**src/rtl/hostbus_pkg.sv**
```systemverilog
package hostbus_pkg;
    localparam int HB_DW = 16;
    localparam int HB_AW = 15;

    typedef enum logic [1:0] {
        ST_IDLE = 2'd0,
        ST_MEM  = 2'd1,
        ST_ACK  = 2'd2,
        ST_REL  = 2'd3
    } hb_state_e;

    typedef struct packed {
        logic              wr;
        logic [HB_AW-1:0]  addr;
        logic [HB_DW-1:0]  wdata;
    } hb_access_t;

    // Access request from synchronised pins.
    function automatic logic strobe_active(input logic intel, input logic cs_n,
                                           input logic wr_rw, input logic rd_ds_n);
        if (cs_n) return 1'b0;
        return intel ? (!wr_rw || !rd_ds_n) : !rd_ds_n;
    endfunction

    // Raw-pin read-strobe qualifier used for the data bus enable.
    function automatic logic read_strobe(input logic intel, input logic wr_rw,
                                         input logic rd_ds_n);
        return intel ? !rd_ds_n : (!rd_ds_n && wr_rw);
    endfunction
endpackage

```
**src/rtl/hb_sync.sv**
```systemverilog
module hb_sync #(
    parameter int W = 1,
    parameter logic RST_VAL = 1'b1
) (
    input  logic         clk,
    input  logic         rst,
    input  logic [W-1:0] din,
    output logic [W-1:0] dout
);
    logic [W-1:0] stage1;
    logic [W-1:0] stage2;

    for (genvar i = 0; i < W; i++) begin : g_bit
        always_ff @(posedge clk) begin
            if (rst) begin
                stage1[i] <= RST_VAL;
                stage2[i] <= RST_VAL;
            end else begin
                stage1[i] <= din[i];
                stage2[i] <= stage1[i];
            end
        end
    end

    assign dout = stage2;
endmodule

```
**src/rtl/hb_regfile.sv**
```systemverilog
module hb_regfile #(
    parameter int NREGS = 8,
    parameter int DW    = 16,
    localparam int IW   = (NREGS > 1) ? $clog2(NREGS) : 1
) (
    input  logic          clk,
    input  logic          rst,
    input  logic          we,
    input  logic [IW-1:0] idx,
    input  logic [DW-1:0] wdata,
    output logic [DW-1:0] rdata
);
    logic [DW-1:0] regs [NREGS];

    for (genvar i = 0; i < NREGS; i++) begin : g_reg
        always_ff @(posedge clk) begin
            if (rst) begin
                regs[i] <= '0;
            end else if (we && (idx == IW'(i))) begin
                regs[i] <= wdata;
            end
        end
    end

    always_comb begin
        rdata = '0;
        for (int k = 0; k < NREGS; k++) begin
            if (idx == IW'(k)) rdata = regs[k];
        end
    end
endmodule

```
**src/rtl/hb_ctrl.sv**
```systemverilog
module hb_ctrl
    import hostbus_pkg::*;
(
    input  logic              clk,
    input  logic              rst,
    input  logic              mode_intel,
    input  logic              cs_s,
    input  logic              wr_s,
    input  logic              rd_s,
    input  logic              ext_sel,
    input  logic [HB_AW-1:0]  addr,
    input  logic [HB_DW-1:0]  data_in,
    input  logic [HB_DW-1:0]  reg_rdata,
    input  logic              mem_gnt,
    input  logic [HB_DW-1:0]  mem_rdata,
    output logic              reg_we,
    output hb_access_t        acc,
    output logic              mem_req,
    output logic [HB_DW-1:0]  rdata,
    output logic              rd_cycle,
    output logic              ack_phase,
    output logic              rel_phase
);
    hb_state_e state;
    logic      active;

    assign active = strobe_active(mode_intel, cs_s, wr_s, rd_s);

    always_ff @(posedge clk) begin
        if (rst) begin
            state    <= ST_IDLE;
            acc      <= '0;
            rdata    <= '0;
            rd_cycle <= 1'b0;
        end else begin
            case (state)
                ST_IDLE: begin
                    if (active) begin
                        acc.wr    <= !wr_s;
                        acc.addr  <= addr;
                        acc.wdata <= data_in;
                        rd_cycle  <= wr_s;
                        if (ext_sel) begin
                            state <= ST_MEM;
                        end else begin
                            if (wr_s) rdata <= reg_rdata;
                            state <= ST_ACK;
                        end
                    end
                end
                ST_MEM: begin
                    if (mem_gnt) begin
                        if (!acc.wr) rdata <= mem_rdata;
                        state <= ST_ACK;
                    end
                end
                ST_ACK: begin
                    if (!active) begin
                        rd_cycle <= 1'b0;
                        state    <= mode_intel ? ST_IDLE : ST_REL;
                    end
                end
                default: state <= ST_IDLE;
            endcase
        end
    end

    assign reg_we    = (state == ST_IDLE) && active && !wr_s && !ext_sel;
    assign mem_req   = (state == ST_MEM);
    assign ack_phase = (state == ST_ACK);
    assign rel_phase = (state == ST_REL);
endmodule

```
**src/rtl/hostbus_slave.sv**
```systemverilog
module hostbus_slave
    import hostbus_pkg::*;
#(
    parameter int NREGS = 8,
    parameter int NIRQ  = 4,
    localparam int IW   = (NREGS > 1) ? $clog2(NREGS) : 1
) (
    input  logic              clk,
    input  logic              rst,
    input  logic              mode_intel,
    input  logic              cs_n,
    input  logic              wr_rw,
    input  logic              rd_ds_n,
    input  logic [HB_AW-1:0]  addr,
    input  logic              ext_sel,
    input  logic [HB_DW-1:0]  data_in,
    output logic [HB_DW-1:0]  data_out,
    output logic              data_oe,
    output logic              hs_out,
    output logic              hs_oe,
    output logic              int_drive,
    input  logic [NIRQ-1:0]   irq_req,
    output logic              mem_req,
    output logic              mem_we,
    output logic [HB_AW-1:0]  mem_addr,
    output logic [HB_DW-1:0]  mem_wdata,
    input  logic [HB_DW-1:0]  mem_rdata,
    input  logic              mem_gnt
);
    logic [2:0]       pins_s;
    logic             rf_we;
    logic [HB_DW-1:0] rf_rdata;
    hb_access_t       acc;
    logic             rd_cycle;
    logic             ack_phase;
    logic             rel_phase;

    hb_sync #(.W(3), .RST_VAL(1'b1)) u_sync (
        .clk  (clk),
        .rst  (rst),
        .din  ({cs_n, wr_rw, rd_ds_n}),
        .dout (pins_s)
    );

    hb_regfile #(.NREGS(NREGS), .DW(HB_DW)) u_rf (
        .clk   (clk),
        .rst   (rst),
        .we    (rf_we),
        .idx   (addr[IW-1:0]),
        .wdata (data_in),
        .rdata (rf_rdata)
    );

    hb_ctrl u_ctrl (
        .clk        (clk),
        .rst        (rst),
        .mode_intel (mode_intel),
        .cs_s       (pins_s[2]),
        .wr_s       (pins_s[1]),
        .rd_s       (pins_s[0]),
        .ext_sel    (ext_sel),
        .addr       (addr),
        .data_in    (data_in),
        .reg_rdata  (rf_rdata),
        .mem_gnt    (mem_gnt),
        .mem_rdata  (mem_rdata),
        .reg_we     (rf_we),
        .acc        (acc),
        .mem_req    (mem_req),
        .rdata      (data_out),
        .rd_cycle   (rd_cycle),
        .ack_phase  (ack_phase),
        .rel_phase  (rel_phase)
    );

    assign mem_we    = acc.wr;
    assign mem_addr  = acc.addr;
    assign mem_wdata = acc.wdata;

    assign data_oe = rd_cycle && !cs_n && read_strobe(mode_intel, wr_rw, rd_ds_n);

    always_comb begin
        if (mode_intel) begin
            hs_oe  = !cs_n;
            hs_out = ack_phase;
        end else begin
            hs_oe  = ack_phase || rel_phase;
            hs_out = rel_phase;
        end
    end

    always_ff @(posedge clk) begin
        if (rst) int_drive <= 1'b0;
        else     int_drive <= |irq_req;
    end
endmodule

```
**config.mk**
```make
export PLATFORM = sky130hd
export DESIGN_NAME = hostbus_slave
export DESIGN_NICKNAME = d
export VERILOG_FILES = /design/src/rtl/hostbus_pkg.sv /design/src/rtl/hb_sync.sv /design/src/rtl/hb_regfile.sv /design/src/rtl/hb_ctrl.sv /design/src/rtl/hostbus_slave.sv
export SDC_FILE = /design/constraint.sdc
export NUM_CORES = 1
export LEC_CHECK = 0
export BUFFER_PORTS_ARGS = -buffer_cell sky130_fd_sc_hd__buf_2
export CAP_MARGIN = 10
export CORE_UTILIZATION = 30
export DETAILED_ROUTE_END_ITERATION = 16
export GPL_ROUTABILITY_DRIVEN = 0
export RECOVER_POWER = 50
export REMOVE_ABC_BUFFERS = 1
export SLEW_MARGIN = 0
export SYNTH_ARGS = -nofsm -noshare
export SYNTH_HDL_FRONTEND = slang
export SYNTH_SLANG_ARGS = --single-unit
```
**constraint.sdc**
```tcl
create_clock -name clk -period 2.9 [get_ports clk]
set_input_delay 0.145 -clock clk [delete_from_list [all_inputs] [get_ports clk]]
set_output_delay 0.145 -clock clk [all_outputs]
set_load 0.01 [all_outputs]
```
======== After elaboration in Yosys (flattened, before gate mapping) ========
Memories as Yosys holds them, arrays and structs flattened.
Index checks and enable logic that the tools add are counted.
word-level totals
  flip-flop bits (word level) ............. 58
  bits in writable memories ............... 128
  input port bits ......................... 59
  output and inout bits ................... 53
  memories kept ........................... 1
operators by class
  equality and inequality tests ........... 16
  multiplexer cells ....................... 64
  bitwise gates (word level) .............. 8
  reductions and logical operators ........ 30
memory list
  memory     depth  bits a word  read ports  clocked after memory_dff  write ports  line              source
  u_rf.regs  8      16           8           0                         8            hb_regfile.sv:13  logic [DW-1:0] regs [NREGS];
operators by type and width
  operator                                                                 count
  16-bit two-way mux                                                       21
  1-bit two-way mux                                                        35
  16-bit one-hot mux with 2 select lines                                   1
  1-bit logical AND                                                        14
  3-bit equality test, second input constant                               4
  2-bit two-way mux                                                        5
  2-bit inequality test, second input constant                             4
  1-bit OR                                                                 8
  3-bit by 2-bit equality test with 1-bit output, second input constant    2
  2-bit one-hot mux with 3 select lines                                    1
  3-bit AND reduction                                                      2
  6-bit AND reduction                                                      1
  1-bit logical NOT                                                        5
  2-bit equality test, second input constant                               2
  2-bit by 1-bit inequality test with 1-bit output, second input constant  2
  2-bit nonzero test                                                       2
  4-bit OR reduction                                                       1
  3-bit by 1-bit equality test with 1-bit output, second input constant    1
  3-bit logical NOT                                                        1
  2-bit by 1-bit equality test with 1-bit output, second input constant    1
  2-bit logical NOT                                                        1
  1-bit logical OR                                                         2
  1-bit one-hot mux with 2 select lines                                    1
  2-bit AND reduction                                                      1

======== Depth between registers and ports, before layout ========
Gate-level depths: netlist (run 1).
  depth after elaboration ................. 13
  gate-level depth with buffers ........... 8
  depth with buffers taken out ............ 5

======== Hierarchy ========
A second synthesis (run 1) with hierarchy kept.
second synthesis, totals
  cells, all modules ...................... 691
  area, all modules ....................... 8495.6 um2
by module, submodules not included
  module         times used  cells each  area an instance (um2)
  hb_regfile     1           462         6139.6
  hb_ctrl        1           209         2128.3
  hb_sync        1           12          157.7
  hostbus_slave  1           8           70.1

======== Least setup slack after synthesis (run 1) ========
OpenSTA, ideal clock, no wires.
  kind .................................... register to register
  start ................................... reg u_sync.stage2[1] (netlist: u_sync.dout[1])
  end ..................................... mem u_rf.regs[2][0] (netlist: u_rf.regs[0][32]), enable pin
  arrival time ............................ 1897 ps
  required time ........................... 2533 ps
  path slack .............................. 637 ps
  cell stages (with the launch flop) ...... 6
  clock period less this slack ............ 2263 ps
  cells stage by stage .................... dfxtp_1 nand2b_4 a2111o_1 buf_2 nor4_1 a21o_1
RTL lines
  element                          line              source
  start, declared                  hb_sync.sv:11     logic [W-1:0] stage2;
  start signal, assigned by index  hb_sync.sv:20     stage2[i] <= stage1[i];
  end, declared                    hb_regfile.sv:13

==> results of run 1 <==
## through the flow
| step | instance area (um2) | utilization |
|---|---|---|
| 2_1_floorplan | 7919 | - |
| 3_3_place_gp | 9170 | 0.3412 |
| 3_5_place_dp | 9170 | 0.3412 |
| 4_1_cts | 10040 | 0.3735 |
| 5_1_grt | 9902 | 0.3684 |
| 6_report | 9902 | 0.3684 |
## worst register-to-register path, cell delays in order (launching register included)
cell and delay [ns]:
dfxtp_1 0.36, nand2b_1 0.18, a2111o_1 0.52, nor3_1 0.41, a21o_1 0.21, clkbuf_1 0.55
## where the power goes
part           internal [mW]  switching (mW)  leakage (nW)
clock                   1.29            1.02         0.281
sequential              2.90          0.0233          1.79
combinational          0.176           0.255          1.60
## worst max path at each step
stage                             to            from  slack [ns]
floorplan           u_rf.regs[0][58]  u_sync.dout[1]        0.17
global placement    u_rf.regs[1][30]  u_sync.dout[1]        0.47
detailed placement  u_rf.regs[1][30]  u_sync.dout[1]        0.42
CTS                 u_rf.regs[1][30]  u_sync.dout[1]        0.41
global route        u_rf.regs[1][62]  u_sync.dout[1]        0.13
finish              u_rf.regs[1][62]  u_sync.dout[1]        0.30
## cell type report
class / instances / area, um2
inverters: 14 / 52.55
clock buffers: 20 / 436.7
fillers: 2663 / 16970
well taps: 341 / 426.7
multi-input cells: 484 / 2830
clock inverters: 12 / 141.4
repair buffers: 170 / 1010
flip-flops and latches: 186 / 5005
## cell families after synthesis
| kind of cell | share of synthesized area |
|---|---|
| flip-flops | 0.6092 |
| AO/OA/AOI/OAI | 0.1089 |
| multiplexers | 0.06427 |
| XOR/XNOR | 0.001066 |
| buffers and inverters | 0.04249 |
| AND/OR/NAND/NOR | 0.1741 |
## sequential cells by signal, indices dropped and copies added, names as in the netlist
name and count:
u_sync.dout 3, u_sync.stage1 3, u_rf.regs 128, u_ctrl.acc 32, int_drive 1, u_ctrl.rd_cycle 1
u_ctrl.state 2, u_ctrl.rdata 16
## routing by layer
metal  GRT usage  share of wire
met2      0.2851           0.51
met5           0              0
met3     0.03214          0.047
met1      0.1954           0.42
met4     0.06861          0.026
## timing repair
| action | CTS | global route |
|---|---|---|
| endpoints found under the hold margin | 28 | 0 |
| endpoints found under the setup margin | 0 | 0 |
| hold buffers | 29 | 0 |
| resized for setup | 0 | 0 |
## cell usage in the layout (no fill, tap or decap), drive strengths merged, types with 27 or more instances in the layout
cell type      n
edfxtp       128
dfxtp         58
buf           79
clkbuf        82
nand2b        29
a21oi         54
dlygate4sd3   29
nand2         88
nor2         138
and3          27
==> run summary, run 1 <==
GRT Util Overall: 0.1632
total grt overflow: 0
drt initial violations: 440
Crit path max-delay family: compound AO/OA/AOI/OAI gates
Synth Cell Area: 8215 um2
post-CTS setup buffers: 0
first-pass GRT wire length: 34420 um
vias in the first global route: 6159
Hold Slack: 0.01363 ns
P per Cell Area: 572.0 nW/um2
Peak supply drop: 0.3211 mV
maximum number of pins on one net before global-route repair: 45
Worst Hold End: u_ctrl.rdata[6]
WHS Path Cells: 3
CP max FO: 9
Max Freq: 385.0 MHz
Largest stage delay, worst path: 0.55 ns
Final Non-Filler Cells: 1227
Post-Syn Area per Cell: 11.06 um2
Initial Utilization: 0.3057
H-Tree Depth: 4
# setup viols final: 0
Critical Path Stages: 5
ANT nets after route: 0
crit path max-delay cell type: clkbuf_1
Synth top cells by count: nor2_1 (138), edfxtp_1 (128), nand2_1 (85)
synthesized flop and latch total: 186
Slew Limit Headroom: -0.05555
critical path type: reg -> reg
Final min period: 2.597 ns
Max Cap Violations: 1
top_reg_cell synth: edfxtp_1
Placement Rows: 60
Crit path buffers/inverters: 1
top cells by area, synth: edfxtp_1 (47%), dfxtp_1 (14%), nor2_1 (6.3%)
Worst-Margin Slew: 1.583 ns
share of cells above drive strength 1: 0.1648
Hold WC Path Type: in -> reg
Worst R2R Start: u_sync.dout[1]
routed len/inst: 18.15 um
Slew Viols, Final: 32
Setup crit end kind: flip-flop
Post-synth EDFFs: 128
yosys warns: 0
Skew-Pair Late Insertion Delay: 0.43 ns
CP cell instances: nand2b_1 -> a2111o_1 -> nor3_1 -> a21o_1 -> clkbuf_1
total power: 5.664 mW
area share of the largest cell type after synthesis: 0.4679
Num CTS Buffers: 17
Critical Path RT: 2.96 ns
Leak: 3.667 nW
cell with the most instances after synthesis: nor2_1
Area Overhead vs Synth: 20.53%
hpwl dp: 14100 um
worst hold path startpoint: mem_rdata[6]
FFs w/ async S/R, synth: 0
deepest clock path buffer count: 2
TNS Setup: 0 ns
Syn Inst Count: 743
Pre-antenna DRT Iters: 4
DRC violations left: 0
Clock Skew: 0.01421 ns
I/O Buffers: 111
Die Height: 167.5 um
dpl cells: 1166
TritonCTS clock tree: done
endpoints failing hold: 0
status: finished, violations left
detailed-route via count: 6090
Routed WL: 22270 um
Reg2Reg Setup Slack: 0.30 ns
RSZ-0062 raised after global routing: false
# IOs: 112
root buf cell: clkbuf_16
Synth cell types: 46
# nets final: 932
fin crit share: 0.8956
die span in x: 167.5 um
DIE AREA: 28050 um2
# clock sinks: 186
Yosys top cell by area: edfxtp_1
drt via density: 4.963
Setup WS pre-CTS: 0.4168 ns
CTS clk-pin slew, worst paths: 0.07 ns
critical path arrival: 2.66 ns
initial antenna violation count: 0
R2R depth: 5
CP startpoint kind: flip-flop
PnR worst setup slack: 0.3028 ns
Antenna diodes: 0
Seq/Total Area, Yosys: 0.6092
Core Area: 26880 um2
failing checks: capacitance limit, slew limit
reg2reg end: u_rf.regs[1][62]
Power figures use the tool's default switching activity.
==> run 2, diff against run 1 <==
--- a/config.mk
+++ b/config.mk
@@ -7,9 +7,12 @@
 export LEC_CHECK = 0
 export BUFFER_PORTS_ARGS = -buffer_cell sky130_fd_sc_hd__buf_2
 export CAP_MARGIN = 10
+export CELL_PAD_IN_SITES_DETAIL_PLACEMENT = 0
+export CELL_PAD_IN_SITES_GLOBAL_PLACEMENT = 2
 export CORE_UTILIZATION = 30
 export DETAILED_ROUTE_END_ITERATION = 16
 export GPL_ROUTABILITY_DRIVEN = 0
+export PLACE_DENSITY_LB_ADDON = 0.1
 export RECOVER_POWER = 50
 export REMOVE_ABC_BUFFERS = 1
 export SLEW_MARGIN = 0
==> run summary, run 2 (same netlist as run 1, synthesis figures left out) <==
status: finished clean
maximum number of pins on one net before global-route repair: 35 (-22%)
Worst-Margin Slew: 1.301 ns (-0.2828 ns)
Antenna diodes: 0 (unchanged)
CTS clk-pin slew, worst paths: 0.07 ns (about the same)
Crit path buffers/inverters: 1 (unchanged)
die span in x: 167.5 um (unchanged)
ANT nets after route: 0 (unchanged)
Peak supply drop: 0.4250 mV (+32%)
post-CTS setup buffers: 0 (unchanged)
Met2 Routed Length: 12860 um (+13%)
max reg flops: 128 (unchanged)
TritonCTS clock tree: done
critical path type: reg -> reg
Routed WL: 24960 um (+12%)
Area Overhead vs Synth: 21.90%
Most flops, register: u_rf.regs
initial antenna violation count: 0 (unchanged)
I/O Buffers: 111 (unchanged)
biggest regs: u_rf.regs (128), u_ctrl.acc (32), u_ctrl.rdata (16)
Pre-antenna DRT Iters: 6 (+2)
RSZ-0062 raised after global routing: false
# setup viols final: 0 (unchanged)
Max Cap Violations: 0 (-1)
fin crit share: 0.8658 (-0.02978)
crit path max-delay cell type: a2111o_1
routed len/inst: 20.11 um (+11%)
root buf cell: clkbuf_16
# IOs: 112 (unchanged)
CP startpoint kind: flip-flop
Hold WC Path Type: in -> reg
vias in the first global route: 6173 (+0.23%)
Max Freq: 398.3 MHz (+3.4%)
Leak: 3.728 nW (+1.7%)
drt initial violations: 374 (-15%)
Slew Viols, Final: 0 (-100%)
TNS Setup: 0 ns (unchanged)
deepest clock path buffer count: 2 (unchanged)
Slew Limit Headroom: 0.1330 (+0.1885)
most frequent cells in the layout: nor2_1 (138), edfxtp_1 (128), nand2_1 (85), buf_2 (60), clkbuf_1 (60)
endpoints failing hold: 0 (unchanged)
H-Tree Depth: 4 (unchanged)
met3 layer wire length in the routed design: 762 um (-27%)
total power: 5.662 mW (about the same)
Initial Utilization: 0.3057 (unchanged)
first-pass GRT wire length: 37510 um (+9.0%)
FILL cells: 2741 (+2.9%)
GRT Util Overall: 0.1822 (+0.01903)
commonest non-fill, non-tap cell in the layout: nor2_1
total grt overflow: 0 (unchanged)
M1 WL: 11070 um (+19%)
Final min period: 2.511 ns (-0.08636 ns)
# clock sinks: 186 (unchanged)
Setup crit end kind: flip-flop
critical path arrival: 2.65 ns (about the same)
CTS Hold Bufs: 33 (+14%)
Skew-Pair Late Insertion Delay: 0.43 ns (about the same)
Top Metal Used: met4
Die Height: 167.5 um (unchanged)
# nets final: 946 (+1.5%)
share of cells above drive strength 1: 0.1733 (+0.008548)
Final Non-Filler Cells: 1241 (+1.1%)
Crit path max-delay family: compound AO/OA/AOI/OAI gates
DRC violations left: 0 (unchanged)
Core Area: 26880 um2 (unchanged)
Largest stage delay, worst path: 0.52 ns (-0.03 ns)
dpl cells: 1175 (+0.77%)
drt via density: 4.908 (-1.1%)
P per Cell Area: 565.4 nW/um2 (-1.2%)
post_cts resized: 0 (unchanged)
detailed-route via count: 6091 (+0.016%)
Num CTS Buffers: 17 (unchanged)
CP cell instances: nand2b_1 -> a2111o_1 -> nor3_1 -> a31o_1 -> buf_12
Clock Skew: 0.01097 ns (-0.003236 ns)
DIE AREA: 28050 um2 (unchanged)
Critical Path RT: 3.04 ns (+0.08 ns)
hpwl dp: 16410 um (+16%)
CP max FO: 9 (unchanged)
Placement Rows: 60 (unchanged)
-- run 2: stage by stage --
stage / hold WS [ns] / setup WS (ns) / util / area [um2]
after floorplan: 0.2141 / 0.1663 / - / 7919
after global placement: 0.3529 / 0.4731 / 0.3437 / 9238
after detailed placement: 0.3548 / 0.4705 / 0.3437 / 9238
after CTS: 0.0005670 / 0.4580 / 0.3771 / 10140
after global routing: 0.008901 / 0.2158 / 0.3726 / 10010
final: 0.01530 / 0.3891 / 0.3726 / 10010
-- run 2: routing by layer --
| layer | global-route usage | vias up |
|---|---|---|
| li1 | - | 2941 |
| met1 | 0.2329 | 3015 |
| met2 | 0.3245 | 117 |
| met3 | 0.02718 | 18 |
| met4 | 0.03909 | 0 |
| met5 | 0 | - |
-- run 2: worst paths after layout --
check	from	to	slack, ns	cells past startpoint
hold reg to reg	u_sync.stage1[1]	u_sync.dout[1]	0.41	1
setup / recovery	u_sync.dout[1]	u_rf.regs[1][36]	0.39	5
hold / removal	data_in[13]	u_ctrl.acc[13]	0.02	3
setup reg to reg	u_sync.dout[1]	u_rf.regs[1][36]	0.39	5
-- run 2: worst register-to-register path: stages, from the launching register on --
cell and delay [ns]:
dfxtp_1 0.38, nand2b_1 0.21, a2111o_1 0.52, nor3_1 0.40
a31o_1 0.52, buf_12 0.21
-- run 2: where the power goes --
part / switching [mW] / leakage (nW) / total [mW] / internal (mW)
clock: 1.12 / 0.284 / 2.29 / 1.16
combinational: 0.268 / 1.66 / 0.451 / 0.183
sequential: 0.0256 / 1.79 / 2.92 / 2.90
total: 1.42 / 3.73 / 5.66 / 4.24
-- run 2: layout make-up --
type / instances / area (um2) / area share
clock inverters: 14 / 128.9 / 0.01287
well taps: 341 / 426.7 / 0.04260
repair buffers: 184 / 1114 / 0.1112
flip-flops and latches: 186 / 5005 / 0.4998
clock buffers: 18 / 439.2 / 0.04385
multi-input cells: 484 / 2849 / 0.2845
inverters: 14 / 52.55 / 0.005247
